## config.mk

```make
export PLATFORM = sky130hd
export DESIGN_NAME = pmic_bridge
export DESIGN_NICKNAME = d
export VERILOG_FILES = /design/src/rtl/pmic_bridge.sv
export SDC_FILE = /design/constraint.sdc
export NUM_CORES = 1
export LEC_CHECK = 0
export BUFFER_PORTS_ARGS = -buffer_cell sky130_fd_sc_hd__buf_2
export CAP_MARGIN = 20
export CORE_UTILIZATION = 35
export CTS_BUF_LIST = sky130_fd_sc_hd__clkbuf_2
export CTS_CLUSTER_DIAMETER = 80
export DETAILED_ROUTE_END_ITERATION = 6
export GPL_ROUTABILITY_DRIVEN = 0
export PLACE_DENSITY = 0.49
export SKIP_CTS_REPAIR_TIMING = 1
export SLEW_MARGIN = 10
export SYNTH_ARGS = -nofsm -noshare
export SYNTH_HDL_FRONTEND = slang
export SYNTH_SLANG_ARGS = --single-unit
export TNS_END_PERCENT = 5
```

## constraint.sdc

```tcl
create_clock -name clk -period 10.7 [get_ports clk]
set_input_delay 1.07 -clock clk [delete_from_list [all_inputs] [get_ports clk]]
set_output_delay 1.07 -clock clk [all_outputs]
set_load 0.01 [all_outputs]
```

## src/rtl/pmic_bridge.sv

```systemverilog
module pmic_bridge #(
  parameter int FIFO_DEPTH = 8,
  parameter logic [3:0] WIN_PAGE = 4'h8
) (
  input  logic        clk,
  input  logic        rst_n,
  input  logic        host_we,
  input  logic [15:0] host_addr,
  input  logic [31:0] host_wdata,
  output logic [31:0] host_rdata,
  output logic        ser_frame,
  output logic        ser_clk,
  output logic        ser_dout,
  input  logic        ser_din
);
  localparam int AW = 12;
  localparam int DW = 16;
  localparam int FRAME = 1 + AW + DW;
  localparam int CW = $clog2(FRAME);
  localparam int PW = $clog2(FIFO_DEPTH);
  localparam int LW = $clog2(FIFO_DEPTH + 1);
  localparam logic [15:0] OFS_CMD = 16'h0028;
  localparam logic [15:0] OFS_DATA = 16'h002C;
  localparam logic [15:0] OFS_STS = 16'h0030;

  logic [AW+DW-1:0] fifo_q [FIFO_DEPTH];
  logic [PW-1:0]    wp, rp;
  logic [LW-1:0]    lvl;
  logic             ovf, busy, rd_pend, active, ph, is_rd;
  logic [AW-1:0]    rd_addr;
  logic [DW-1:0]    rd_val;
  logic [FRAME-1:0] sh;
  logic [CW-1:0]    cnt;

  wire win_hit  = host_addr[15:12] == WIN_PAGE;
  wire full     = lvl == LW'(FIFO_DEPTH);
  wire empty    = lvl == '0;
  wire push     = host_we && win_hit && !full;
  wire pop      = !active && !empty;
  wire start_rd = !active && empty && rd_pend;
  wire rd_cmd   = host_we && host_addr == OFS_CMD && !busy;
  wire last_bit = active && ph && cnt == CW'(FRAME - 1);

  assign ser_frame = active;
  assign ser_clk   = active & ph;
  assign ser_dout  = active & sh[FRAME-1];

  always_ff @(posedge clk)
    if (push) fifo_q[wp] <= {host_addr[AW-1:0], host_wdata[DW-1:0]};

  always_ff @(posedge clk or negedge rst_n)
    if (!rst_n) begin
      wp <= '0; rp <= '0; lvl <= '0; ovf <= 1'b0;
    end else begin
      if (push) wp <= wp + 1'b1;
      if (pop) rp <= rp + 1'b1;
      lvl <= lvl + LW'(push) - LW'(pop);
      if (host_we && win_hit && full) ovf <= 1'b1;
    end

  always_ff @(posedge clk or negedge rst_n)
    if (!rst_n) begin
      busy <= 1'b0; rd_pend <= 1'b0; rd_addr <= '0; rd_val <= '0;
      active <= 1'b0; ph <= 1'b0; is_rd <= 1'b0; sh <= '0; cnt <= '0;
    end else begin
      if (rd_cmd) begin
        busy <= 1'b1;
        rd_pend <= 1'b1;
        rd_addr <= host_wdata[AW-1:0];
      end
      if (pop) begin
        sh <= {1'b0, fifo_q[rp]};
        active <= 1'b1; is_rd <= 1'b0; ph <= 1'b0; cnt <= '0;
      end else if (start_rd) begin
        sh <= {1'b1, rd_addr, {DW{1'b0}}};
        active <= 1'b1; is_rd <= 1'b1; ph <= 1'b0; cnt <= '0;
        rd_pend <= 1'b0;
      end else if (active) begin
        ph <= ~ph;
        if (ph) begin
          sh <= {sh[FRAME-2:0], ser_din};
          cnt <= cnt + 1'b1;
          if (last_bit) begin
            active <= 1'b0;
            if (is_rd) begin
              rd_val <= {sh[DW-2:0], ser_din};
              busy <= 1'b0;
            end
          end
        end
      end
    end

  always_comb begin
    host_rdata = '0;
    if (host_addr == OFS_DATA)
      host_rdata = {busy, 3'b000, rd_addr, rd_val};
    else if (host_addr == OFS_STS) begin
      host_rdata[11] = full;
      host_rdata[10] = empty;
      host_rdata[9] = ovf;
      host_rdata[LW-1:0] = lvl;
    end
  end
endmodule


```

### After elaboration in Yosys (flattened, before gate mapping)

Memories as Yosys holds them, arrays and structs flattened.
Index checks and enable logic that the tools add are counted.

| storage, ports and cells | value |
|---|---|
| register bits | 78 |
| RAM bits | 224 |
| output and inout port bits | 35 |
| memories | 1 |

| cells by class | value |
|---|---|
| add/sub/neg operators | 5 |
| eq/ne operators | 6 |
| multiplexer cells | 36 |
| bitwise logic cells | 5 |
| reductions and logical operators | 20 |

Memory list:

| name | words | bits a word | read ports | clocked after Yosys merged registers in | wr ports | RTL line | source |
|---|---|---|---|---|---|---|---|
| fifo_q | 8 | 28 | 1 | 0 | 1 | 26 | `logic [AW+DW-1:0] fifo_q [FIFO_DEPTH];` |

Operator list:

| operator | count |
|---|---|
| $mux 29 | 4 |
| $eq 16x6->1 const B | 3 |
| $mux 5 | 5 |
| $mux 1 | 22 |
| $mux 20 | 1 |
| $logic_and 1x1->1 | 10 |
| $eq 4x4->1 const B | 2 |
| $mux 4 | 2 |
| $add 3x1->3 const B | 2 |
| $mux 3 | 2 |
| $reduce_and 6->1 | 1 |
| $reduce_bool 3->1 | 2 |
| $add 5x1->5 const B | 1 |
| $eq 5x5->1 const B | 1 |
| $add 4x1->4 | 1 |
| $logic_not 1->1 | 4 |
| $logic_not 4->1 | 1 |
| $sub 4x1->4 | 1 |
| $not 1->1 | 3 |
| $and 1x1->1 | 2 |
| $reduce_and 2->1 | 1 |
| $reduce_bool 2->1 | 1 |

### Logic depth before layout (Yosys ltp)

Gate-level depths: netlist of the first run.

| depth | value |
|---|---|
| depth after elaboration | 10 |
| mapped depth | 13 |

### Worst setup path before layout of the first run

OpenSTA, ideal clock, no wires.

| timing path | value |
|---|---|
| kind | input-to-reg |
| from | in host_addr[14] |
| to | mem fifo_q[0][0] (netlist name) (enable) |
| arrival | 3933 ps |
| required time | 10252 ps |
| slack | 6319 ps |
| stages on the path | 4 |
| path buffers | 0 |
| cell sequence | or3_4 > nor3_2 > nand2b_1 > nor3_1 |

| on the way | value |
|---|---|
| word-level cells in the longest chain between the ends | 5 |

RTL lines:

| element | RTL line | source |
|---|---|---|
| start: declaration | 8 | `input logic [15:0] host_addr,` |
| $eq 4x4->1 | 35 | `wire win_hit = host_addr[15:12] == WIN_PAGE;` |
| $logic_and 1x1->1 (2 in series) | 38 | `wire push = host_we && win_hit && !full;` |
| $mux 1 | 49 | `if (push) fifo_q[wp] <= {host_addr[AW-1:0], host_wdata[DW-1:0]};` |
| $mux 1 (not written as such) | 49 |  |
| end: declaration | 26 |  |

Every way passes these cells.

### Worst setup path in the final report of the first run

| timing path | value |
|---|---|
| from | in host_addr[9] |
| to | out host_rdata[10] |

| on the way | value |
|---|---|
| word-level cells in the longest chain between the ends | 3 |
| elaborated cells between the ends (all ways) | 4 |
| those cells by class | eq/ne (2); mux (2) |

RTL lines:

| element | RTL line | source |
|---|---|---|
| $eq 16x6->1 | 98 | `else if (host_addr == OFS_STS) begin` |
| $mux 3 | 98 |  |
| $mux 3 (*) | 96 | `if (host_addr == OFS_DATA)` |
| end: declaration | 10 | `output logic [31:0] host_rdata,` |

Every way passes the cells marked *; elsewhere a longest branch is shown, timed or not.

==> summary.md, run 1 <==
| Metric | Value |
|---|---|
| DRC | `0` |
| Largest net degree at the start of global routing | `57` |
| Nets | `929` |
| Largest fanout on the critical path | `29` |
| Final-report max-slew violation count | `0` |
| Worst setup EP type | `output pin` |
| Kind of critical path | `in2out` |
| Switch Pwr | `0.5503 mW` |
| Vias post-DR | `7,154` |
| Final hold violation count | `0` |
| Seq pwr share | `59.4%` |
| CORE AREA | `34,540 µm²` |
| R2r setup slk | `6790 ps` |
| Final Setup Violations | `0` |
| Worst min path class | `in2async` |
| Slew margin rel. | `25.06%` |
| Most numerous cell in the Yosys netlist | `edfxtp_1` |
| # Max-Cap Violations | `0` |
| Worst skew pair latency | `900 ps` |
| Global-route wire length before repair | `45,320 µm` |
| Num CTS Buffers | `78` |
| VDD IR max | `0.00005233 V` |
| Worst Skew | `89.18 ps` |
| Asr flop ratio synth | `25.83%` |
| Number of top-level pins | `87` |
| Port buffer count | `67` |
| Setup TNS | `0 ps` |
| Layout area overhead | `12.94%` |
| Yosys top cell by area | `edfxtp_1` |
| Dpl cell area | `13,160 µm²` |
| EDFF count, synth | `224` |
| DRT Pass-1 Iters | `5` |
| Ys flop type | `edfxtp_1` |
| Routed WL per cell | `21.67 µm` |
| Row cnt | `68` |
| Post-synth top cells | `edfxtp_1, dfrtp_1, mux2i_1` |
| RSZ-0062 raised after global routing | `false` |
| Status | `complete, no violations` |
| Clock power share | `35.8%` |
| Routed wire length | `30,060 µm` |
| Average cell area after synthesis | `16.49 µm²` |
| Post-route cell area | `13,910 µm²` |
| Share of layout cells above drive strength 1 | `31.03%` |
| Critical path arrival | `3230 ps` |
| Switching Fraction | `24.96%` |
| Leakage power | `5.666 nW` |
| CTS Sinks | `302` |
| Worst Tran Pin Value | `1119 ps` |
| HPWL Detailed | `17,620 µm` |
| Top cells by area, synth | `edfxtp_1, dfrtp_1, mux2i_1` |
| Grt ovf | `0` |
| Mapped Cells | `747` |
| Int Power | `1.654 mW` |
| FMAX | `232.4 MHz` |
| Vias per cell | `5.158` |
| Vert. Die Dim | `189.6 µm` |
| Post-synthesis cell type count | `51` |
| Root Buffer | `clkbuf_2` |
| CP startpoint kind | `input pin` |
| Register area share after synthesis | `70.46%` |
| Top cell type's share of synthesized area | `54.61%` |
| CTS tree | `done` |
| Vias in the first global route | `7,540` |
| # H-tree levels | `3` |
| Min Clock Period, post-route | `4303 ps` |
| Cell Area, Synth | `12,320 µm²` |
| Ys Warns | `0` |
| DRT iter0 DRCs | `413` |
| Flops & latches, synth | `302` |
| Clk pin slew, worst setup/hold paths | `100 ps` |
| Initial Util | `35.66%` |
| Die area | `35,940 µm²` |
| Max clock buf depth | `3` |
| GRT Overall Usage | `17.23%` |
| Remaining antenna violation count | `0` |
| Final Cycle Share | `40.21%` |
| Worst Path Required | `9630 ps` |
| Pwr dens | `158.5 nW/µm²` |
| Combinational Power Share | `4.8%` |
| Antenna violations before repair | `4` |
| Die Width | `189.6 µm` |
[power groups by stage]
stage | clock (mW) | sequential, mW | combinational, mW
3_3_place_gp | 0 | 1.33 | 0.0950
2_1_floorplan | 0 | 1.33 | 0.0569
6_report | 0.789 | 1.31 | 0.105
4_1_cts | 0.818 | 1.31 | 0.107
5_1_grt | 0.880 | 1.31 | 0.117
3_5_place_dp | 0 | 1.34 | 0.105
[state kept, by name (all words and copies together) (netlist names)]
register and flops:
lvl 4, ser_frame 1, busy 1, sh 29, wp 3, cnt 5, rd_val 16, is_rd 1
rp 3, rd_addr 12, ph 1, fifo_q 224, rd_pend 1, ovf 1
[routing by layer]
layer  track usage (%)  part of all wire (%)  vias up
met2             28.08                    49      195
met4             7.196                   2.1        0
met3             3.818                   5.1       55
met1             22.20                    43     3709
met5                 0                     0        -
li1                  -                     -     3195
[kinds of logic after synthesis]
logic type,synth area share (%)
AO/OA/AOI/OAI,7.456
AND/OR/NAND/NOR,5.292
adder cells (fa/ha/maj),1.178
multiplexers,12.52
flip-flops,70.46
buffers and inverters,2.641
other,0.03045
XOR/XNOR,0.4267
[layout by cell type, fill, tap and decap left out, types with 5 or more instances in the layout]
master | Yosys | layout
a21oi_1 | 20 | 20
nand2b_1 | 5 | 5
dfrtp_1 | 78 | 77
nor2b_1 | 14 | 12
a22oi_1 | 32 | 32
a32oi_1 | 16 | 16
buf_2 | 10 | 66
mux2_4 | 9 | 9
and2_1 | 24 | 24
a22o_1 | 9 | 9
clkinv_1 | 0 | 11
mux4_2 | 24 | 24
clkbuf_2 | 0 | 124
nor2_1 | 25 | 18
inv_1 | 15 | 15
nor2_4 | 0 | 6
o221ai_1 | 12 | 12
o21ai_0 | 17 | 17
ha_1 | 10 | 10
edfxtp_1 | 224 | 224
a211oi_1 | 12 | 12
mux2_2 | 20 | 20
mux2i_1 | 64 | 64
nand2_1 | 28 | 28
buf_4 | 9 | 16
[path summary, 6_finish.rpt]
check                              startpoint             end  cells after the start
worst max-delay path             host_addr[9]  host_rdata[10]                      6
worst min-delay path                    rst_n      rd_addr[6]                      1
worst max register to register         lvl[2]          lvl[2]                     11
worst min register to register            ovf             ovf                      1
max in group asynchronous               rst_n           rp[0]                      2
min in group clk                host_wdata[9]    fifo_q[7][9]                      1
[cell type report]
class                   instances  area [µm²]
repair buffers                 84       493.0
inverters                      15       56.30
fillers                      3293       20630
diodes                          4       10.01
flip-flops and latches        302        8682
clock buffers                 124       620.6
multi-input cells             385        3383
well taps                     455       569.3
clock inverters                18       96.34
[critical path, cell delays in order]
cell and delay (ps):
buf_2 150, or4_4 580, nor4_4 280, and4_2 710, a22o_1 280, buf_2 140
[per-stage QoR]
stage,power [mW],std cells,setup WS (ps),hold slack (ps),utilization [%]
after floorplan,1.385,749,6319,428.6,-
after global placement,1.428,1239,6425,447.5,38.04
after detailed placement,1.441,1240,6425,451.6,38.09
after CTS,2.236,1382,6399,-0.2299,40.16
after global routing,2.311,1385,6305,28.35,40.26
final,2.205,1387,6397,71.01,40.27
Power figures use the tool's default switching activity.
==> inputs of run 2 (changes only) <==
Settings changed: ABC_AREA set to 1, PLACE_DENSITY 0.49 to 0.51.
Clock period 10.7 ns to 3.8 ns, I/O delays scaled along.
==> run 2 against run 1 <==
Against the previous run:
- clock power grew to 2.8 times the previous value
- clock skew fell by 14 ps
- worst hold slack worse by 3.3 ps
==> summary.md, run 2 <==
| Metric | Value |
|---|---|
| Die Width | `194.6 µm (was 189.6 µm)` |
| Register area share after synthesis | `66.85% (was 70.46%)` |
| Kind of critical path | `in2out (unchanged)` |
| Grt ovf | `0 (unchanged)` |
| Nets | `1,455 (was 929)` |
| Largest regs | `fifo_q x224, sh x29, rd_val x16 (unchanged)` |
| Worst min path class | `in2async (unchanged)` |
| Initial Util | `35.54% (was 35.66%)` |
| Worst skew pair latency | `880 ps (was 900 ps)` |
| Most common cell after layout, fill and taps aside | `nand2_1 (was edfxtp_1)` |
| DRT Pass-1 Iters | `5 (unchanged)` |
| Top cells by area, synth | `edfxtp_1, dfrtp_1, nand2_1 (was edfxtp_1, dfrtp_1, mux2i_1)` |
| Slowest-stage cell, CP | `dlygate4sd3_1 (was and4_2)` |
| Ys flop type | `edfxtp_1 (unchanged)` |
| Root Buffer | `clkbuf_2 (unchanged)` |
| Num CTS Buffers | `78 (unchanged)` |
| Asr flop ratio synth | `25.83% (unchanged)` |
| Setup TNS | `0 ps (unchanged)` |
| HPWL Detailed | `18,820 µm (was 17,620 µm)` |
| Die area | `37,860 µm² (was 35,940 µm²)` |
| Max clock buf depth | `3 (unchanged)` |
| EDFF count, synth | `224 (unchanged)` |
| Largest fanout on the critical path | `7 (was 29)` |
| Remaining antenna violation count | `0 (unchanged)` |
| Row cnt | `70 (was 68)` |
| CP peak stage delay | `550 ps (was 710 ps)` |
| DRC | `0 (unchanged)` |
| Vias in the first global route | `8,821 (was 7,540)` |
| DRT iter0 DRCs | `563 (was 413)` |
| Routed WL per cell | `16.91 µm (was 21.67 µm)` |
| GRT Overall Usage | `17.66% (was 17.23%)` |
| Most flops, register | `fifo_q (unchanged)` |
| Final hold violation count | `0 (unchanged)` |
| Most numerous cell in the Yosys netlist | `nand2_1 (was edfxtp_1)` |
| Status | `complete, no violations (unchanged)` |
| Routed wire length | `32,360 µm (was 30,060 µm)` |
| Largest net degree at the start of global routing | `74 (was 57)` |
| Max reg flops | `224 (unchanged)` |
| Worst setup EP type | `output pin (unchanged)` |
| Flops & latches, synth | `302 (unchanged)` |
| Slew margin rel. | `38.10% (was 25.06%)` |
| Final-report max-slew violation count | `0 (unchanged)` |
| FMAX | `315.6 MHz` |
| Worst Path Required | `3420 ps (was 9630 ps)` |
| Worst Skew | `75.40 ps (was 89.18 ps)` |
| Vert. Die Dim | `194.6 µm (was 189.6 µm)` |
| Antenna violations before repair | `3 (was 4)` |
| Ys Warns | `0 (unchanged)` |
| Share of layout cells above drive strength 1 | `16.42% (was 31.03%)` |
| Pre-CTS WS | `1196 ps (was 6425 ps)` |
| Average cell area after synthesis | `10.38 µm² (was 16.49 µm²)` |
| Worst path cell trace | `dlygate4sd3_1 > buf_2 > nor2_1 > dlygate4sd3_1 > nand2_1 > nor2_1 > and2_1 > nand2_1 > o21ai_0 > buf_2 (was buf_2 > or4_4 > nor4_4 > and4_2 > a22o_1 > buf_2)` |
| Worst setup path start | `host_addr[13] (was host_addr[9])` |
| Critical path arrival | `2790 ps (was 3230 ps)` |
| CTS Sinks | `302 (unchanged)` |
| Post-synth top cells | `nand2_1, edfxtp_1, nand3_1 (was edfxtp_1, dfrtp_1, mux2i_1)` |
| Final Setup Violations | `0 (unchanged)` |
| Min Clock Period, post-route | `3169 ps` |
| Vias post-DR | `9,067 (was 7,154)` |
| Top cell type's share of synthesized area | `51.82% (was 54.61%)` |
| Mapped Cells | `1,251 (was 747)` |
| CP startpoint kind | `input pin (unchanged)` |
| Number of top-level pins | `87 (unchanged)` |
| Fillers | `3,589 (was 3,293)` |
| Leakage power | `6.212 nW (was 5.666 nW)` |
| Layout area overhead | `14.37% (was 12.94%)` |
| Reg-to-Reg Start | `rp[0] (was lvl[2])` |
| Commonest cells after routing, fill and taps aside | `nand2_1, edfxtp_1, nand3_1, inv_1, clkbuf_2 (was edfxtp_1, clkbuf_2, dfrtp_1, buf_2, mux2i_1)` |
| Yosys top cell by area | `edfxtp_1 (unchanged)` |
| Worst Tran Pin Value | `928.6 ps (was 1119 ps)` |
| Final setup margin | `631.5 ps (was 6397 ps)` |
| Global-route wire length before repair | `50,760 µm (was 45,320 µm)` |
| VDD IR max | `0.0001556 V (was 0.00005233 V)` |
| RSZ-0062 raised after global routing | `false (unchanged)` |
| Final Cycle Share | `83.38%` |
| Port buffer count | `67 (unchanged)` |
| Pwr dens | `420.4 nW/µm² (was 158.5 nW/µm²)` |
| Cell Area, Synth | `12,980 µm² (was 12,320 µm²)` |
| CTS tree | `done (unchanged)` |
| # H-tree levels | `3 (unchanged)` |
| CORE AREA | `36,520 µm² (was 34,540 µm²)` |
| # Max-Cap Violations | `0 (unchanged)` |
| Post-synthesis cell type count | `33 (was 51)` |
| Vias per cell | `4.740 (was 5.158)` |
| Clk pin slew, worst setup/hold paths | `110 ps (was 100 ps)` |
## run 2: cell types whose count changed in the layout (fill, tap and decap cells not counted), moves of 24 or more
cell           before  now
a21oi_1            20   53
nand3_1             3  142
nand2_1            28  335
dlygate4sd3_1       0   37
nor2_1             18   99
mux2i_1            64    0
a22oi_1            32    0
o211ai_1            0   32
mux4_2             24    0
inv_1              15  128
## run 2: worst paths after layout
| check | cells past startpoint | slack (ps) | endpoint |
|---|---|---|---|
| setup reg to reg | 8 | 1220 | sh[13] |
| hold reg to reg | 2 | 480 | is_rd |
| max in group asynchronous | 3 | 2840 | rd_val[6] |
| min in group clk | 2 | 310 | fifo_q[4][15] |
| hold / removal | 2 | 70 | rd_val[1] |
| setup / recovery | 10 | 630 | host_rdata[9] |
## run 2: logic make-up (layout without fill, tap and decap cells)
kind of cell	Yosys count	in the layout	synth area share, %
AO/OA/AOI/OAI	130	130	5.667
XOR/XNOR	6	6	0.4048
adder cells (fa/ha/maj)	11	11	1.118
buffers and inverters	202	392	6.728
flip-flops	302	302	66.85
other	1	5	0.02889
AND/OR/NAND/NOR	599	599	19.20
## run 2: cell type report
type	instances	area, µm²	share of cell area (%)
timing repair buffer	127	888.4	5.983
antenna	2	5.005	0.03371
inverter	134	505.5	3.405
multi-input combinational	749	3482	23.45
clock buffer	121	605.6	4.079
sequential	302	8683	58.49
clock inverter	10	91.34	0.6152
tap	468	585.6	3.944
## run 2: where the power goes
group	switching (mW)	internal [mW]	leakage, nW
sequential	0.0646	3.62	2.99
combinational	0.202	0.129	2.67
clock	1.27	0.959	0.548
## run 2: stage by stage
step	total power [mW]	utilization, %	hold slack, ps	area [µm²]	std cells
6_report	6.242	40.65	67.72	14850	1913
5_1_grt	6.544	40.65	44.18	14850	1913
4_1_cts	6.316	39.58	-585.0	14460	1873
3_5_place_dp	4.063	37.67	450.5	13760	1742
3_3_place_gp	4.052	37.67	454.0	13760	1742
2_1_floorplan	3.919	-	84.41	12990	1253
## run 2: metal layers
metal  global-route usage [%]  routed length, µm
met1                    25.08              15940
met2                    26.35              14200
met3                    3.557               1535
met4                    7.202                672
met5                        0                 10
## run 2: worst max-delay path, delay by kind of cell
| family | cells | cell delay [ps] |
|---|---|---|
| AND/OR/NAND/NOR | 5 | 910 |
| AO/OA/AOI/OAI | 1 | 120 |
| buffers and inverters | 4 | 1380 |
